$ cat src/rtl/i2cp_pkg.sv
// Shared types and helpers for the I2C memory-mapped target.
// Assumes a 16-bit byte address space split into buffer, reserved and
// register ranges by two thresholds passed in by the caller.
package i2cp_pkg;

    typedef enum logic [1:0] {
        RNG_BUF = 2'd0,
        RNG_RSV = 2'd1,
        RNG_REG = 2'd2
    } range_e;

    typedef enum logic [2:0] {
        PH_IDLE = 3'd0,
        PH_AHI  = 3'd1,
        PH_ALO  = 3'd2,
        PH_DATA = 3'd3,
        PH_READ = 3'd4
    } phase_e;

    // Map a byte address to the range it lives in.
    function automatic range_e classify(input logic [15:0] a,
                                        input int unsigned buf_size,
                                        input int unsigned reg_base);
        logic [31:0] wa;
        wa = {16'd0, a};
        if (wa < buf_size)       return RNG_BUF;
        else if (wa >= reg_base) return RNG_REG;
        else                     return RNG_RSV;
    endfunction

endpackage

$ cat src/rtl/i2cp_line_sync.sv
// Brings SCL and SDA into the clock domain and finds edges and bus
// conditions. Assumes the bus idles high; STAGES flops per line.
module i2cp_line_sync #(
    parameter int STAGES = 2
) (
    input  logic clk,
    input  logic rst_n,
    input  logic scl_i,
    input  logic sda_i,
    output logic sda_s,
    output logic scl_rise,
    output logic scl_fall,
    output logic start_det,
    output logic stop_det
);
    logic [STAGES-1:0] scl_q;
    logic [STAGES-1:0] sda_q;
    logic              scl_prev;
    logic              sda_prev;
    logic              scl_s;

    // Synchronizer chains plus one history flop per line.
    always_ff @(posedge clk) begin
        if (!rst_n) begin
            scl_q    <= '1;
            sda_q    <= '1;
            scl_prev <= 1'b1;
            sda_prev <= 1'b1;
        end else begin
            scl_q    <= {scl_q[STAGES-2:0], scl_i};
            sda_q    <= {sda_q[STAGES-2:0], sda_i};
            scl_prev <= scl_q[STAGES-1];
            sda_prev <= sda_q[STAGES-1];
        end
    end

    assign scl_s = scl_q[STAGES-1];
    assign sda_s = sda_q[STAGES-1];

    // Edges of SCL and SDA transitions while SCL stays high.
    always_comb begin
        scl_rise  = scl_s & ~scl_prev;
        scl_fall  = ~scl_s & scl_prev;
        start_det = scl_s & scl_prev & sda_prev & ~sda_s;
        stop_det  = scl_s & scl_prev & ~sda_prev & sda_s;
    end
endmodule

$ cat src/rtl/i2cp_bit_engine.sv
// Bit-level I2C target: shifts bytes in and out, drives ACK on request,
// and samples the controller's ACK on reads. Assumes the transaction
// layer answers ack_req before the SCL fall after the 8th bit and
// answers tx_req with tx_ready while SCL is still low.
module i2cp_bit_engine #(
    parameter int BITS = 8
) (
    input  logic            clk,
    input  logic            rst_n,
    input  logic            sda_s,
    input  logic            scl_rise,
    input  logic            scl_fall,
    input  logic            start_det,
    input  logic            stop_det,
    input  logic            ack_req,
    input  logic            tx_ready,
    input  logic [BITS-1:0] tx_byte,
    output logic            rx_valid,
    output logic [BITS-1:0] rx_byte,
    output logic            rx_first,
    output logic            tx_req,
    output logic            sda_oe
);
    localparam int CW = $clog2(BITS);
    localparam logic [CW-1:0] LAST = CW'(BITS - 1);

    typedef enum logic [2:0] {
        S_IDLE, S_RX, S_RXEND, S_ACK, S_TXWAIT, S_TX, S_TXACK, S_TXAEND
    } st_e;

    st_e            st;
    logic [BITS-1:0] sh;
    logic [CW-1:0]  cnt;
    logic           first;
    logic           rd_mode;

    assign rx_first = first;

    // Bus bit sequencer.
    always_ff @(posedge clk) begin
        if (!rst_n) begin
            st       <= S_IDLE;
            sh       <= '0;
            cnt      <= '0;
            first    <= 1'b0;
            rd_mode  <= 1'b0;
            sda_oe   <= 1'b0;
            rx_valid <= 1'b0;
            rx_byte  <= '0;
            tx_req   <= 1'b0;
        end else begin
            rx_valid <= 1'b0;
            tx_req   <= 1'b0;
            if (start_det) begin
                st      <= S_RX;
                cnt     <= '0;
                first   <= 1'b1;
                rd_mode <= 1'b0;
                sda_oe  <= 1'b0;
            end else if (stop_det) begin
                st     <= S_IDLE;
                first  <= 1'b0;
                sda_oe <= 1'b0;
            end else begin
                case (st)
                    S_RX: if (scl_rise) begin
                        sh  <= {sh[BITS-2:0], sda_s};
                        cnt <= cnt + 1'b1;
                        if (cnt == LAST) begin
                            rx_valid <= 1'b1;
                            rx_byte  <= {sh[BITS-2:0], sda_s};
                            st       <= S_RXEND;
                        end
                    end
                    S_RXEND: if (scl_fall) begin
                        if (ack_req) begin
                            sda_oe <= 1'b1;
                            st     <= S_ACK;
                            if (first) rd_mode <= sh[0];
                        end else begin
                            st <= S_IDLE;
                        end
                        first <= 1'b0;
                    end
                    S_ACK: if (scl_fall) begin
                        sda_oe <= 1'b0;
                        cnt    <= '0;
                        if (rd_mode) begin
                            tx_req <= 1'b1;
                            st     <= S_TXWAIT;
                        end else begin
                            st <= S_RX;
                        end
                    end
                    S_TXWAIT: if (tx_ready) begin
                        sh     <= tx_byte;
                        sda_oe <= ~tx_byte[BITS-1];
                        cnt    <= '0;
                        st     <= S_TX;
                    end
                    S_TX: if (scl_fall) begin
                        if (cnt == LAST) begin
                            sda_oe <= 1'b0;
                            st     <= S_TXACK;
                        end else begin
                            sda_oe <= ~sh[BITS-2];
                            sh     <= {sh[BITS-2:0], 1'b0};
                            cnt    <= cnt + 1'b1;
                        end
                    end
                    S_TXACK: if (scl_rise) begin
                        st <= sda_s ? S_IDLE : S_TXAEND;
                    end
                    S_TXAEND: if (scl_fall) begin
                        tx_req <= 1'b1;
                        st     <= S_TXWAIT;
                    end
                    default: ;
                endcase
            end
        end
    end
endmodule

$ cat src/rtl/i2cp_txn_ctrl.sv
// Transaction layer: device address match, address phase, write staging
// with single-byte discard and range checks, read fetch, and parity mode.
// Assumes bytes arrive many clocks apart so the two-entry write queue
// always drains before the next push, and mem_rdata is valid one cycle
// after mem_rd.
module i2cp_txn_ctrl
    import i2cp_pkg::*;
#(
    parameter int          AW       = 16,
    parameter int          DW       = 8,
    parameter int unsigned BUF_SIZE = 3000,
    parameter int unsigned REG_BASE = 32'hFFDA,
    parameter logic [3:0]  DEV_HI   = 4'b0011
) (
    input  logic          clk,
    input  logic          rst_n,
    input  logic [2:0]    strap,
    input  logic          bip_en,
    input  logic          rx_valid,
    input  logic [DW-1:0] rx_byte,
    input  logic          rx_first,
    input  logic          tx_req,
    input  logic          stop_det,
    input  logic [DW-1:0] mem_rdata,
    output logic          ack_req,
    output logic          tx_ready,
    output logic [DW-1:0] tx_byte,
    output logic [AW-1:0] mem_addr,
    output logic          mem_wr,
    output logic [DW-1:0] mem_wdata,
    output logic          mem_rd,
    output logic          bip_err
);
    localparam int CNTW = 3;
    localparam logic [CNTW-1:0] CNT_MAX = '1;

    phase_e          ph;
    logic [AW-1:0]   ptr;
    logic [DW-1:0]   ahi_q, alo_q, hold0, hold1;
    logic [CNTW-1:0] dcnt;
    logic [1:0]      rcnt;
    logic [DW-1:0]   racc;
    logic            rd_wait;
    range_e          start_rng;
    logic            broken;

    logic            q0_v, q1_v;
    logic [AW-1:0]   q0_a, q1_a;
    logic [DW-1:0]   q0_d, q1_d;

    logic            p0_v, p1_v, bip_bad;
    logic [AW-1:0]   p0_a, p1_a;
    logic [DW-1:0]   p0_d, p1_d;
    logic [AW-1:0]   base;
    logic            data_byte;
    logic            dev_match;

    assign base      = {ahi_q, alo_q};
    assign data_byte = rx_valid && !rx_first && (ph == PH_DATA);
    assign dev_match = (rx_byte[DW-1:1] == {DEV_HI, strap});

    // Decide which received data bytes become memory writes.
    always_comb begin
        p0_v = 1'b0; p0_a = ptr; p0_d = rx_byte;
        p1_v = 1'b0; p1_a = ptr; p1_d = rx_byte;
        bip_bad = 1'b0;
        if (data_byte) begin
            if (bip_en) begin
                if (dcnt == 3'd2) begin
                    if ((ahi_q ^ alo_q ^ hold0 ^ hold1 ^ rx_byte) == '0) begin
                        p0_a = base;
                        p0_d = hold0;
                        p0_v = (classify(base, BUF_SIZE, REG_BASE) != RNG_RSV);
                        p1_a = base + 1'b1;
                        p1_d = hold1;
                        p1_v = p0_v && (classify(base + 1'b1, BUF_SIZE, REG_BASE)
                                        == classify(base, BUF_SIZE, REG_BASE));
                    end else begin
                        bip_bad = 1'b1;
                    end
                end
            end else if (dcnt == 3'd1) begin
                p0_a = ptr - 1'b1;
                p0_d = hold0;
                p0_v = (start_rng != RNG_RSV);
                p1_v = p0_v && (classify(ptr, BUF_SIZE, REG_BASE) == start_rng);
            end else if (dcnt >= 3'd2) begin
                p0_v = !broken && (start_rng != RNG_RSV)
                       && (classify(ptr, BUF_SIZE, REG_BASE) == start_rng);
            end
        end
    end

    // Protocol phase, address pointer and write staging registers.
    always_ff @(posedge clk) begin
        if (!rst_n) begin
            ph        <= PH_IDLE;
            ptr       <= '0;
            ahi_q     <= '0;
            alo_q     <= '0;
            hold0     <= '0;
            hold1     <= '0;
            dcnt      <= '0;
            start_rng <= RNG_BUF;
            broken    <= 1'b0;
            ack_req   <= 1'b0;
            bip_err   <= 1'b0;
        end else begin
            bip_err <= bip_bad;
            if (stop_det) begin
                ph <= PH_IDLE;
            end else if (rx_valid && rx_first) begin
                ack_req <= dev_match;
                dcnt    <= '0;
                broken  <= 1'b0;
                if (!dev_match)      ph <= PH_IDLE;
                else if (rx_byte[0]) ph <= PH_READ;
                else                 ph <= PH_AHI;
            end else if (rx_valid) begin
                ack_req <= 1'b1;
                case (ph)
                    PH_AHI: begin
                        ahi_q          <= rx_byte;
                        ptr[AW-1:DW]   <= rx_byte;
                        ph             <= PH_ALO;
                    end
                    PH_ALO: begin
                        alo_q          <= rx_byte;
                        ptr[DW-1:0]    <= rx_byte;
                        ph             <= PH_DATA;
                    end
                    PH_DATA: begin
                        if (dcnt != CNT_MAX) dcnt <= dcnt + 1'b1;
                        if (dcnt == 3'd0) begin
                            hold0     <= rx_byte;
                            start_rng <= classify(ptr, BUF_SIZE, REG_BASE);
                        end
                        if (dcnt == 3'd1) hold1 <= rx_byte;
                        if (!bip_en) begin
                            ptr <= ptr + 1'b1;
                            if (dcnt >= 3'd1 && !p1_v && !(dcnt >= 3'd2 && p0_v))
                                broken <= 1'b1;
                        end
                    end
                    default: ;
                endcase
            end
            if (rd_wait) ptr <= ptr + 1'b1;
        end
    end

    // Two-entry write queue draining one byte per cycle.
    always_ff @(posedge clk) begin
        if (!rst_n) begin
            q0_v <= 1'b0; q0_a <= '0; q0_d <= '0;
            q1_v <= 1'b0; q1_a <= '0; q1_d <= '0;
        end else if (p0_v) begin
            q0_v <= 1'b1; q0_a <= p0_a; q0_d <= p0_d;
            q1_v <= p1_v; q1_a <= p1_a; q1_d <= p1_d;
        end else if (q0_v) begin
            q0_v <= q1_v; q0_a <= q1_a; q0_d <= q1_d;
            q1_v <= 1'b0;
        end
    end

    // Read fetch, parity accumulation and byte hand-off to the bit engine.
    always_ff @(posedge clk) begin
        if (!rst_n) begin
            mem_rd   <= 1'b0;
            rd_wait  <= 1'b0;
            tx_ready <= 1'b0;
            tx_byte  <= '0;
            rcnt     <= '0;
            racc     <= '0;
        end else begin
            mem_rd   <= 1'b0;
            tx_ready <= 1'b0;
            rd_wait  <= mem_rd;
            if (rx_valid && rx_first) begin
                rcnt <= '0;
                racc <= ahi_q ^ alo_q;
            end
            if (rd_wait) begin
                tx_byte  <= mem_rdata;
                tx_ready <= 1'b1;
                racc     <= racc ^ mem_rdata;
            end
            if (tx_req) begin
                if (rcnt != 2'd3) rcnt <= rcnt + 1'b1;
                if (bip_en && rcnt == 2'd2) begin
                    tx_byte  <= racc;
                    tx_ready <= 1'b1;
                end else if (bip_en && rcnt == 2'd3) begin
                    tx_byte  <= '1;
                    tx_ready <= 1'b1;
                end else begin
                    mem_rd <= 1'b1;
                end
            end
        end
    end

    assign mem_wr    = q0_v;
    assign mem_wdata = q0_d;
    assign mem_addr  = q0_v ? q0_a : ptr;
endmodule

$ cat src/rtl/i2cp_target.sv
// Top of the I2C memory-mapped target. Joins line sampling, the bit
// engine and the transaction layer, and exposes a byte memory port.
// Assumes an open-drain pad: sda_oe high pulls SDA low.
module i2cp_target #(
    parameter int          SYNC_STAGES = 2,
    parameter int unsigned BUF_SIZE    = 3000,
    parameter int unsigned REG_BASE    = 32'hFFDA,
    parameter logic [3:0]  DEV_HI      = 4'b0011
) (
    input  logic        clk,
    input  logic        rst_n,
    input  logic        scl_i,
    input  logic        sda_i,
    output logic        sda_oe,
    input  logic [2:0]  strap,
    input  logic        bip_en,
    output logic [15:0] mem_addr,
    output logic        mem_wr,
    output logic [7:0]  mem_wdata,
    output logic        mem_rd,
    input  logic [7:0]  mem_rdata,
    output logic        bip_err
);
    logic       sda_s, scl_rise, scl_fall, start_det, stop_det;
    logic       rx_valid, rx_first, tx_req, ack_req, tx_ready;
    logic [7:0] rx_byte, tx_byte;

    i2cp_line_sync #(.STAGES(SYNC_STAGES)) u_sync (
        .clk(clk), .rst_n(rst_n), .scl_i(scl_i), .sda_i(sda_i),
        .sda_s(sda_s), .scl_rise(scl_rise), .scl_fall(scl_fall),
        .start_det(start_det), .stop_det(stop_det)
    );

    i2cp_bit_engine #(.BITS(8)) u_bits (
        .clk(clk), .rst_n(rst_n), .sda_s(sda_s),
        .scl_rise(scl_rise), .scl_fall(scl_fall),
        .start_det(start_det), .stop_det(stop_det),
        .ack_req(ack_req), .tx_ready(tx_ready), .tx_byte(tx_byte),
        .rx_valid(rx_valid), .rx_byte(rx_byte), .rx_first(rx_first),
        .tx_req(tx_req), .sda_oe(sda_oe)
    );

    i2cp_txn_ctrl #(
        .AW(16), .DW(8), .BUF_SIZE(BUF_SIZE), .REG_BASE(REG_BASE), .DEV_HI(DEV_HI)
    ) u_txn (
        .clk(clk), .rst_n(rst_n), .strap(strap), .bip_en(bip_en),
        .rx_valid(rx_valid), .rx_byte(rx_byte), .rx_first(rx_first),
        .tx_req(tx_req), .stop_det(stop_det), .mem_rdata(mem_rdata),
        .ack_req(ack_req), .tx_ready(tx_ready), .tx_byte(tx_byte),
        .mem_addr(mem_addr), .mem_wr(mem_wr), .mem_wdata(mem_wdata),
        .mem_rd(mem_rd), .bip_err(bip_err)
    );
endmodule

$ cat config.mk
export PLATFORM = sky130hd
export DESIGN_NAME = i2cp_target
export DESIGN_NICKNAME = d
export VERILOG_FILES = /design/src/rtl/i2cp_pkg.sv /design/src/rtl/i2cp_line_sync.sv /design/src/rtl/i2cp_bit_engine.sv /design/src/rtl/i2cp_txn_ctrl.sv /design/src/rtl/i2cp_target.sv
export SDC_FILE = /design/constraint.sdc
export NUM_CORES = 1
export LEC_CHECK = 0
export ABC_AREA = 1
export BUFFER_PORTS_ARGS = -buffer_cell sky130_fd_sc_hd__buf_2
export CORE_UTILIZATION = 40
export CTS_BUF_LIST = sky130_fd_sc_hd__clkbuf_4 sky130_fd_sc_hd__clkbuf_8
export CTS_CLUSTER_SIZE = 28
export DETAILED_ROUTE_END_ITERATION = 8
export GPL_TIMING_DRIVEN = 0
export REMOVE_ABC_BUFFERS = 1
export SYNTH_ARGS = -nofsm -noshare
export SYNTH_HDL_FRONTEND = slang
export SYNTH_SLANG_ARGS = --single-unit
$ cat constraint.sdc
create_clock -name clk -period 2.2 [get_ports clk]
set_clock_uncertainty 0.05 [all_clocks]
set_input_delay 0.44 -clock clk [delete_from_list [all_inputs] [get_ports clk]]
set_output_delay 0.44 -clock clk [all_outputs]
set_load 0.02 [all_outputs]
==> results.cfg <==
[outcome]
status = complete, but fails checks
violations = setup timing

[route]
vias = 11068
dr.pass1.iters = 5
wl_per_cell_um = 18.63
ant_nets = 0
vias_per_cell = 5.621
wirelength_um = 36680
first_iter_violations = 1035
drc = 0

[pwr]
irDropWorstVdd_mv = 0.3126
leakage_nw = 5.883
totalPowerFinal_mw = 5.295
p_per_area_nw_per_um2 = 415.7

[cells_and_area]
drive_gt1_frac = 0.2927
fillers = 2355
fin_nets = 1667
layout_common_cells = nand2_1, nand3_1, inv_1
areaGrowthSynthToFinish_pct = 30.46
fin_cells = 1969
final_common_cell = nand2_1
diodes = 0

[worst_setup_path]
r2r-start = u_txn.ahi_q[0]
worstPathArrival_ns = 2.73
required_ns = 2.58
start_kind = register
reg2reg_depth = 17
crit_path_frequent_cell = nand2_2
worst_path_largest_cell_delay_ns = 0.37
critPathKind = register to register
r2r_slack_ns = -0.16
crit_path_cell_trace = inv_2 > nand2_2 > nand3_2 > nand3_1 > nand2_2 > nand2_4 > nor2_4 > buf_6 > nand2_8 > nor2_4 > nand4_1 > buf_12 > nand2_8 > nand2_2 > nand3_2 > nand2_1 > inv_1
cp_slowest_cell = dfxtp_4
rr_endpoint = u_txn.mem_wdata[4]
path_max_fanout = 6
setup.worst_path.end_class = register

[synthesis]
syn_avg_cell_area_um2 = 6.348
syn-cell-area_um2 = 9763
yosysSeqAreaShare = 0.3322
synthFlopType = dfxtp_1
synth-edff-count = 0
synth_cell_types = 46
synthArstFlopShare = 0
netlist_instances = 1538
synth_warnings = 0
synth_seq_cells = 162

[floorplanning]
core_area_um2 = 23680
dieArea_um2 = 25040
die_h_um = 158.2
io-pin-count = 44
row_count = 56
die_x_um = 158.2
start_util = 0.4122

[timing]
setup_violations = 50
relSlewSlack = 0.4158
fmax_ghz = 0.4241
worstMarginPinSlew_ns = 0.8763
fin_ws_ns = -0.1578
period_needed_ns = 2.358
final_max_slew_viol_count = 0
hold_violations = 0
tns_ns = -4.622
rsz0062_at_grt = true
fin_crit_sh = 1.072

[global_routing]
grt_usage = 0.2943
grt_pass1_vias = 10117
grt_overflow_total = 0
grt_max_degree = 64
grt_antenna_before_repair = 0
grt_pass1_wl_um = 56120

[place]
dp_hpwl_um = 22050
globalplace.congestion = 0.9241
port-buffer-count = 43
place_inst = 1829

[clocking]
cts_max_level = 4
clk_path_buf_depth = 2
numCtsBuffers = 17
clk_pin_slew_ns = 0.10
insertion_delay_ns = 0.48
cts_num_sinks = 162
cts_tree = done
hold_buffers = 0
root_buffer = clkbuf_8

[worst_hold_path]
min_path_cells = 2
min_to = u_sync.scl_q[0]
hp-class = primary input to register
worstHoldStart = scl_i

[run]
max_cap_violations = 0
[cells by family (layout without fill, tap and decap cells)]
family | after synthesis | count (layout) | synth area share
AOI/OAI and AO/OA | 311 | 311 | 0.1757
xor gates and xnor gates | 24 | 24 | 0.02153
adders and majority gates | 14 | 14 | 0.01794
buffers and inverters | 242 | 341 | 0.1011
DFF | 162 | 162 | 0.3322
and+or+nand+nor | 785 | 798 | 0.3515
[layer usage]
layer	track usage	vias to the layer above	wire length (um)
met5	0	-	0
met4	0.1310	0	1460
met3	0.04380	104	2189
met2	0.4862	389	17150
met1	0.3776	5239	15880
li1	-	5336	-
[state kept, by name (all words and copies together) (netlist names), 3 cells and up]
signal	cells
u_txn.ptr	16
u_txn.q0_a	16
u_txn.q1_a	16
u_bits.rx_byte	8
u_txn.ahi_q	8
u_txn.alo_q	8
u_txn.hold0	8
u_txn.hold1	8
u_txn.mem_wdata	8
u_txn.q1_d	8
u_txn.racc	8
u_txn.tx_byte	8
u_bits.sh	7
u_bits.cnt	3
u_bits.st	3
u_txn.dcnt	3
u_txn.ph	3
[what timing repair did]
item | in CTS | in global routing
setup buffers | 62 | 31
cloned | 15 | 2
pin swaps | 50 | 46
gates resized for setup | 242 | 143
hold endpoints to repair | 0 | 0
setup endpoints to repair | 111 | 96
[stage by stage]
stage | util | setup WS (ns) | area, um^2 | hold slack (ns)
floorplan | - | -1.312 | 9388 | 0.3425
global placement | 0.4223 | -3.328 | 10000 | 0.3443
global route | 0.5378 | -0.2899 | 12740 | 0.07955
CTS | 0.5079 | -0.06249 | 12030 | 0.07262
detailed placement | 0.4285 | -1.743 | 10150 | 0.3504
finish | 0.5378 | -0.1578 | 12740 | 0.08984
[final cells by class]
class	instances	area, um^2	area share
well taps	319	399.1	0.03134
flip-flops and latches	162	3357	0.2636
multi-input cells	1147	6674	0.5240
inverters	163	685.7	0.05383
clock inverters	14	118.9	0.009332
repair buffers	146	1255	0.09853
clock buffers	18	247.7	0.01945
[worst max-delay path: cells and delay by family (launching register included)]
family                 cells  cell delay [ns]
and+or+nand+nor           13             1.30
buffers and inverters      4             0.57
DFF                        1             0.37
[cell usage after synthesis (all sizes together), types with 10 or more instances]
| master | n | area (um^2) |
|---|---|---|
| a21oi | 127 | 635.6 |
| nand3 | 160 | 815.8 |
| nor2 | 90 | 384.1 |
| dfxtp | 162 | 3243 |
| nand2 | 440 | 1669 |
| ha | 14 | 175.2 |
| xor2 | 20 | 175.2 |
| nor3 | 35 | 185.2 |
| a31oi | 11 | 68.82 |
| inv | 158 | 593.1 |
| clkbuf | 41 | 153.9 |
| a211oi | 14 | 105.1 |
| buf | 38 | 221.5 |
| nand4 | 42 | 262.8 |
| a22oi | 10 | 75.07 |
| o21ai | 121 | 605.6 |
[worst max path at each step]
stage	start	end	slack (ns)	depth (start not counted)
global route	u_txn.ahi_q[0]	u_txn.q0_a[2]	-0.29	17
floorplan	u_txn.dcnt[0]	u_txn.mem_wdata[0]	-1.31	13
detailed placement	u_txn.ahi_q[1]	u_txn.q1_d[7]	-1.74	15
CTS	u_txn.alo_q[4]	u_txn.q1_d[1]	-0.06	18
finish	u_txn.ahi_q[0]	u_txn.mem_wdata[4]	-0.16	17
global placement	u_txn.dcnt[0]	u_txn.q1_a[8]	-3.33	10
[where the power goes]
group	switching [mW]	internal (mW)	total (mW)	leakage, nW
registers	0.0106	2.91	2.92	1.34
clock network	1.34	0.849	2.19	0.189
logic	0.131	0.0485	0.180	4.36
Note: power is estimated with default switching activity, not from simulation.
